[src/rtl/ea_gen_pkg.sv]
package ea_gen_pkg;
    localparam int AW    = 16;
    localparam int DW    = 8;
    localparam int LEN_W = 3;

    typedef enum logic [1:0] {
        AM_INH = 2'b00,
        AM_EXT = 2'b01,
        AM_IDX = 2'b10,
        AM_REL = 2'b11
    } am_e;

    typedef struct packed {
        logic [AW-1:0]    addr;
        logic             ok;
        logic [LEN_W-1:0] len;
        logic [AW-1:0]    npc;
    } ea_res_t;

    function automatic logic [LEN_W-1:0] base_len(am_e m);
        case (m)
            AM_INH:  return LEN_W'(1);
            AM_EXT:  return LEN_W'(3);
            default: return LEN_W'(2);
        endcase
    endfunction

    function automatic logic [AW-1:0] sext8(logic [DW-1:0] b);
        return {{(AW-DW){b[DW-1]}}, b};
    endfunction
endpackage

[src/rtl/ea_len_calc.sv]
module ea_len_calc
    import ea_gen_pkg::*;
(
    input  am_e              mode,
    input  logic             has_pre,
    output logic [LEN_W-1:0] len
);
    always_comb begin
        len = base_len(mode) + LEN_W'(has_pre);
    end
endmodule

[src/rtl/ea_addr_calc.sv]
module ea_addr_calc
    import ea_gen_pkg::*;
#(
    parameter int NUM_IDX = 2
) (
    input  am_e                  mode,
    input  logic [DW-1:0]        op_first,
    input  logic [DW-1:0]        op_second,
    input  logic                 idx_sel,
    input  logic [NUM_IDX*AW-1:0] idx_regs,
    input  logic [AW-1:0]        seq_pc,
    output logic [AW-1:0]        addr,
    output logic                 ok
);
    localparam int SEL_W = (NUM_IDX > 1) ? $clog2(NUM_IDX) : 1;

    logic [AW-1:0] idx_arr [NUM_IDX];

    for (genvar g = 0; g < NUM_IDX; g++) begin : g_idx
        assign idx_arr[g] = idx_regs[g*AW +: AW];
    end

    logic [AW-1:0] idx_base;
    always_comb begin
        idx_base = idx_arr[SEL_W'(idx_sel)];
    end

    always_comb begin
        addr = '0;
        ok   = 1'b1;
        case (mode)
            AM_EXT: addr = {op_first, op_second};
            AM_IDX: addr = idx_base + {{(AW-DW){1'b0}}, op_first};
            AM_REL: addr = seq_pc + sext8(op_first);
            default: begin
                addr = '0;
                ok   = 1'b0;
            end
        endcase
    end
endmodule

[src/rtl/ea_pc_calc.sv]
module ea_pc_calc
    import ea_gen_pkg::*;
(
    input  am_e           mode,
    input  logic          br_taken,
    input  logic [AW-1:0] seq_pc,
    input  logic [AW-1:0] target,
    output logic [AW-1:0] npc
);
    always_comb begin
        npc = (mode == AM_REL && br_taken) ? target : seq_pc;
    end
endmodule

[src/rtl/ea_gen_unit.sv]
module ea_gen_unit
    import ea_gen_pkg::*;
(
    input  logic        clk,
    input  logic        rst,
    input  logic        strobe,
    input  logic [1:0]  mode,
    input  logic [7:0]  op_first,
    input  logic [7:0]  op_second,
    input  logic        idx_sel,
    input  logic [15:0] reg_ix,
    input  logic [15:0] reg_iy,
    input  logic [15:0] insn_pc,
    input  logic        br_taken,
    input  logic        has_pre,
    output logic [15:0] addr_out,
    output logic        addr_ok,
    output logic [2:0]  len_out,
    output logic [15:0] next_pc
);
    am_e              am;
    logic [LEN_W-1:0] len_c;
    logic [AW-1:0]    seq_pc;
    ea_res_t          res_c;
    ea_res_t          res_q;

    assign am = am_e'(mode);

    ea_len_calc u_len (
        .mode    (am),
        .has_pre (has_pre),
        .len     (len_c)
    );

    assign seq_pc = insn_pc + {{(AW-LEN_W){1'b0}}, len_c};

    ea_addr_calc #(.NUM_IDX(2)) u_addr (
        .mode      (am),
        .op_first  (op_first),
        .op_second (op_second),
        .idx_sel   (idx_sel),
        .idx_regs  ({reg_iy, reg_ix}),
        .seq_pc    (seq_pc),
        .addr      (res_c.addr),
        .ok        (res_c.ok)
    );

    ea_pc_calc u_pc (
        .mode     (am),
        .br_taken (br_taken),
        .seq_pc   (seq_pc),
        .target   (res_c.addr),
        .npc      (res_c.npc)
    );

    assign res_c.len = len_c;

    always_ff @(posedge clk) begin
        if (rst) begin
            res_q <= '0;
        end else if (strobe) begin
            res_q <= res_c;
        end
    end

    assign addr_out = res_q.addr;
    assign addr_ok  = res_q.ok;
    assign len_out  = res_q.len;
    assign next_pc  = res_q.npc;


    a_r1_ext_addr: assert property (@(posedge clk) disable iff (rst)
        (strobe && mode == 2'b01) |=> (addr_out == {$past(op_first), $past(op_second)} && addr_ok));


    a_r2_idx_addr: assert property (@(posedge clk) disable iff (rst)
        (strobe && mode == 2'b10) |=>
        (addr_out == (($past(idx_sel) ? $past(reg_iy) : $past(reg_ix)) + {8'h00, $past(op_first)})));


    a_r4_inh_noaddr: assert property (@(posedge clk) disable iff (rst)
        (strobe && mode == 2'b00) |=> (!addr_ok && addr_out == 16'h0000));


    a_r6_rel_fallthru: assert property (@(posedge clk) disable iff (rst)
        (strobe && mode == 2'b11 && !br_taken) |=>
        (next_pc == $past(insn_pc) + 16'd2 + {15'd0, $past(has_pre)}));


    a_r7_len_range: assert property (@(posedge clk) disable iff (rst)
        strobe |=> (len_out >= 3'd1 && len_out <= 3'd4));


    a_r9_hold: assert property (@(posedge clk) disable iff (rst)
        !strobe |=> ($stable(addr_out) && $stable(addr_ok) && $stable(len_out) && $stable(next_pc)));
endmodule

[config.mk]
export PLATFORM = sky130hd
export DESIGN_NAME = ea_gen_unit
export DESIGN_NICKNAME = d
export VERILOG_FILES = /design/src/rtl/ea_gen_pkg.sv /design/src/rtl/ea_len_calc.sv /design/src/rtl/ea_addr_calc.sv /design/src/rtl/ea_pc_calc.sv /design/src/rtl/ea_gen_unit.sv
export SDC_FILE = /design/constraint.sdc
export NUM_CORES = 1
export LEC_CHECK = 0
export BUFFER_PORTS_ARGS = -buffer_cell sky130_fd_sc_hd__buf_4
export CAP_MARGIN = 5
export CORE_UTILIZATION = 47
export CTS_BUF_LIST = sky130_fd_sc_hd__clkbuf_8 sky130_fd_sc_hd__clkbuf_16
export DETAILED_ROUTE_END_ITERATION = 12
export PLACE_DENSITY = 0.77
export SKIP_LAST_GASP = 1
export SYNTH_ARGS = -nofsm -noshare
export SYNTH_HDL_FRONTEND = slang
export SYNTH_SLANG_ARGS = --single-unit
[constraint.sdc]
create_clock -name clk -period 3.75 [get_ports clk]
set_input_delay 0.1875 -clock clk [delete_from_list [all_inputs] [get_ports clk]]
set_output_delay 0.1875 -clock clk [all_outputs]
set_load 0.05 [all_outputs]
# After elaboration in Yosys (flattened, before gate mapping)
# Cells that the tools add are included.
[op_classes]
add_sub_neg = 4
n_lt_le_gt_ge = 1
n_eq_ne = 3
muxes = 7
n_bitwise = 1
n_reduce_logical = 3
[ops]
columns = ["op", "n"]
rows = [
  ["$mux W16", 4],
  ["$pmux W16 S3", 1],
  ["$add A16 B16 Y16", 1],
  ["$add A16 B3 Y16", 1],
  ["$add A16 B8 Y16", 1],
  ["$eq A2 B2 Y1 const B", 2],
  ["$pmux W2 S2", 1],
  ["$add A2 B1 Y3", 1],
  ["$reduce_or A3 Y1", 1],
  ["$eq A2 B1 Y1 const B", 1],
  ["$ge A2 B2 Y1 const B", 1],
  ["$logic_not A2 Y1", 1],
  ["$not A1 Y2", 1],
  ["$logic_and A1 B1 Y1", 1],
  ["$mux W1", 1],
]
[totals]
register_bits = 36
in_bits = 72
output_inout_bits = 36

# Longest topological paths before layout
[depth]
ltp_word = 7
depth_mapped = 17
depth_no_buf = 17

# Hierarchy
# From an unflattened synthesis, not the netlist that was laid out.
[hier_totals]
hier_cells = 431
hier_area_um2 = 3692.3
[by_module_without_submodules]
columns = ["mod", "n_inst", "cells_per_inst", "area_each_um2", "seq_area_each_um2"]
rows = [
  ["ea_addr_calc", 1, 248, 1819.2, 0.0],
  ["ea_gen_unit", 1, 160, 1589.0, 720.7],
  ["ea_pc_calc", 1, 18, 246.5, 0.0],
  ["ea_len_calc", 1, 5, 37.5, 0.0],
]

# Least setup slack after synthesis
# OpenSTA, ideal clock, no wires.
[synth_path]
path_type = "input to register"
start = "in mode[0]"
end = "reg res_q (netlist bit addr_out[15])"
t_arrival_ns = 3.522
required_ns = 3.671
path_slack_ns = 0.149
cell_stages = 15
path_buffers = 1
path_cell_list = "nor2b_1 clkbuf_1 and2_1 ha_1 a21oi_1 nor2b_1 and3_1 xor2_1 ha_1 a21oi_1 o21ai_0 o32a_1 mux2i_1 or4_1 o211ai_1"
[synth_via]
elab_chain_cells = 6
elab_cells_between_ends = 9
classes_between = "add/sub (3); eq/ne (3); mux (2); reduce/logical (1)"
[synth_rtl]
columns = ["element", "line_no", "rtl"]
rows = [
  ["start: declaration", "ea_gen_unit.sv:7", "input logic [1:0] mode,"],
  ["$eq A2 B1 Y1 or $logic_not A2 Y1 (tied branches)", "ea_gen_pkg.sv:21", "case (m)"],
  ["$pmux W2 S2 *", "ea_gen_pkg.sv:21", ""],
  ["$add A2 B1 Y3 *", "ea_len_calc.sv:9", "len = base_len(mode) + LEN_W'(has_pre);"],
  ["net len_c[2]", "ea_gen_unit.sv:22", "logic [LEN_W-1:0] len_c;"],
  ["$add A16 B3 Y16 *", "ea_gen_unit.sv:35", "assign seq_pc = insn_pc + {{(AW-LEN_W){1'b0}}, len_c};"],
  ["$add A16 B16 Y16 *", "ea_addr_calc.sv:34", "AM_REL: addr = seq_pc + sext8(op_first);"],
  ["$pmux W16 S3 *", "ea_addr_calc.sv:31", "case (mode)"],
  ["end signal: assignment", "ea_gen_unit.sv:62", "res_q <= res_c;"],
  ["end: declaration", "ea_gen_unit.sv:25", "ea_res_t res_q;"],
]
# The timed path passes the listed nets; every way through them passes the cells marked *.
# A chain may end at the register's enable or synchronous reset.

# Worst setup path after layout
[layout_path]
start = "in mode[1]"
end = "reg res_q (netlist bit addr_out[15])"
# The elaborated chain is that of the path after synthesis.

==> flow_metrics.py <==
metrics = {
    "outcome": {
        "status": "completed",
    },
    "sta": {
        "setup_tns_ps": 0,
        "rsz0062_at_grt": "no",
        "finalHoldViolCount": 0,
        "fin_skew_ps": 0,
        "fin_crit_sh_pct": 93.93,
        "maxSlewViolCount": 0,
        "relSlewSlack_pct": 39.88,
        "setup_viol": 0,
        "fmax_mhz": 283.9,
        "fin_crit_ps": 3522,
        "worst_pin_slew_ps": 900.8,
    },
    "worst_setup_path": {
        "start_kind": "input port",
        "crit_path_top_delay_cell": "or4_1",
        "endpoint_kind": "flop",
        "required_ps": 3980,
        "timing.critical_path.buf_inv": 2,
        "rrSetupSlack_ps": 2500,
        "crit_type": "input port to flop",
        "max_stage_delay_ps": 470,
        "critPathMaxFanout": 3,
        "r2r_cells": 3,
        "worstReg2RegStart": "addr_out[15]",
        "worstPathArrival_ps": 3750,
        "critPathMostFrequentCell": "ha_1",
        "crit_family": "adder cells",
        "cp_cell_sequence": "buf_4, inv_1, ha_1, ha_1, fa_1, a21oi_1, nor2b_1, and3_1, xor2_1, ha_1, a21oi_1, o21ai_0, o32a_1, mux2i_1, or4_1, o211ai_1",
        "rr_endpoint": "addr_out[15]",
    },
    "clock_tree": {
        "clk_path_buf_depth": 2,
        "clock_latency_ps": 300,
        "numCtsBuffers": 5,
        "cts.sinks": 36,
        "clkTransAtPathRegs_ps": 90,
        "cts.repair.resized": 0,
        "htreeDepth": 2,
        "cts_tree": "built",
        "post_cts_buffers": 0,
        "holdBufCountCts": 0,
        "cts-root-buf": "clkbuf_8",
    },
    "drt": {
        "wl_mm": 11.71,
        "drtAntennaViolNets": 0,
        "wl_per_cell_um": 17.77,
        "vias_per_cell": 5.910,
        "vias": 3895,
        "drcViolationCount": 0,
        "firstDrtPassIters": 5,
        "drt_iter0_markers": 335,
    },
    "cells_and_area": {
        "mostFrequentLayoutCells": "128 x buf_4, 57 x nand2_1, 51 x nor2_1, 36 x dfxtp_1, 32 x a21oi_1",
        "nets": 665,
        "n_fill_cell": 598,
        "diodes": 0,
        "drive_above_1_share_pct": 27.35,
        "syn_to_final_growth_pct": 31.67,
        "final_common_cell": "buf_4",
        "fin_cells": 659,
    },
    "grt": {
        "grt_max_degree": 37,
        "grt.total_usage_pct": 31.23,
        "grt_pass1_vias": 3666,
        "grt_overflow_total": 0,
        "antenna_found_initial": 0,
        "grt_pass1_wl_mm": 18.27,
    },
    "power_and_ir_drop": {
        "power.share.sequential_pct": 29.1,
        "sw_frac_of_total_pct": 42.40,
        "netSwitchingPower_mw": 0.6294,
        "p_int_mw": 0.8550,
        "power.density_nw_per_um2": 325.7,
        "p_leak_nw": 2.064,
        "ir_drop_uv": 127.0,
        "pwr-share-comb_pct": 50.9,
        "clkPwrFrac_pct": 20.0,
    },
    "place": {
        "dp_hpwl_mm": 9.291,
        "place_inst": 651,
        "port_buffers": 107,
        "place_congestion": 0.9776,
    },
    "floorplan": {
        "floorplan.rows": 30,
        "initial_core_util_pct": 49.84,
        "dieWidth_um": 87.81,
        "die_h_um": 87.81,
        "pin_count": 108,
        "core_sq_um": 6944,
        "dieArea_sq_um": 7711,
    },
    "synthesis": {
        "synth_edf_count": 0,
        "synthFlopType": "dfxtp_1",
        "ys_ff_latch": 36,
        "async_flop_share_pct": 0,
        "syn_area_per_cell_sq_um": 7.708,
        "yosysWarnings": 0,
        "synthCells": 449,
        "ys_seq_area_share_pct": 20.82,
        "ys_types": 56,
        "syn-num-nets": 552,
        "syn_area_sq_um": 3461,
    },
    "hold_path": {
        "hold_path.startpoint": "op_second[0]",
        "hp-class": "input port to flop",
        "holdPathStages": 3,
        "hold_end": "addr_out[0]",
    },
    "run": {
        "cap_violations": 0,
    },
}
## worst max path at each step
| stage | from | end | slack (ps) | cells past startpoint |
|---|---|---|---|---|
| floorplan | mode[0] | addr_out[15] | 150 | 15 |
| global placement | mode[1] | addr_out[14] | -3 | 18 |
| detailed placement | mode[1] | addr_out[14] | -120 | 18 |
| CTS | mode[1] | addr_out[14] | 190 | 18 |
| global route | mode[1] | addr_out[14] | 0.7 | 18 |
| finish | mode[1] | addr_out[15] | 230 | 16 |
## power by group through the flow
| stage | Clock, mW | Combinational, mW | Sequential (mW) |
|---|---|---|---|
| 6_report | 0.297 | 0.755 | 0.432 |
| 3_5_place_dp | 0 | 0.741 | 0.440 |
| 2_1_floorplan | 0 | 0.381 | 0.545 |
| 3_3_place_gp | 0 | 0.732 | 0.440 |
| 4_1_cts | 0.299 | 0.744 | 0.432 |
| 5_1_grt | 0.313 | 0.817 | 0.435 |
## area by class of cell
class	instances	area, sq um	area share, %
clock buffers	5	68.82	1.510
flip-flops and latches	36	720.7	15.82
well taps	96	120.1	2.636
multi-input cells	381	2630	57.72
repair buffers	128	960.9	21.09
clock inverters	3	18.77	0.4119
inverters	10	37.54	0.8237
## worst register-to-register path: cells and delay by family, from the launching register on
family | cells | cell delay, ps
AO/OA/AOI/OAI | 2 | 270
AND/OR/NAND/NOR | 1 | 540
flip-flops | 1 | 380
## through the flow
stage          setup WS, ps  cell area [sq um]  hold WS, ps  utilization, %  power (mW)
2_1_floorplan         149.0               3461        341.0               -      0.9267
4_1_cts               190.5               4543        248.9           65.42       1.475
3_5_place_dp         -117.5               4456        441.7           64.16       1.182
3_3_place_gp         -3.214               4456        440.6           64.16       1.172
5_1_grt              0.7399               4557        242.1           65.62       1.565
6_report              227.6               4557        233.4           65.62       1.484
## cells in the mapped netlist (10+ instances only)
cell / number / share of area, %
nand2_1: 57 / 6.2
nor2_1: 51 / 5.5
dfxtp_1: 36 / 21
a21oi_1: 32 / 4.6
xnor2_1: 29 / 7.3
ha_1: 28 / 10
o21ai_0: 19 / 2.7
clkbuf_1: 15 / 1.6
nand3_1: 13 / 1.9
a211oi_1: 12 / 2.6
mux2_2: 12 / 3.9
mux2i_1: 11 / 3.2
xor2_1: 11 / 2.8
inv_1: 10 / 1.1
## metal layers
metal  track usage, %  vias to the layer above  part of all wire (%)
met1            43.33                     1799                    44
met4            9.985                        0                   1.8
li1                 -                     1880                     -
met5                0                        -                     0
met3            5.372                       17                   8.9
met2            49.05                      199                    45
## cells by family after synthesis
logic type / Yosys count / synth area share (%)
xor+xnor: 40 / 10.12
flops: 36 / 20.82
mux: 23 / 7.086
compound gates: 129 / 25.67
buf+inv: 32 / 3.579
fa+ha+maj: 31 / 11.86
simple gates: 158 / 20.86
## sequential cells by signal, indices dropped and copies added, names as in the netlist
signal    flops
addr_ok       1
addr_out     16
len_out       3
next_pc      16
(Power assumes the default switching activity.)
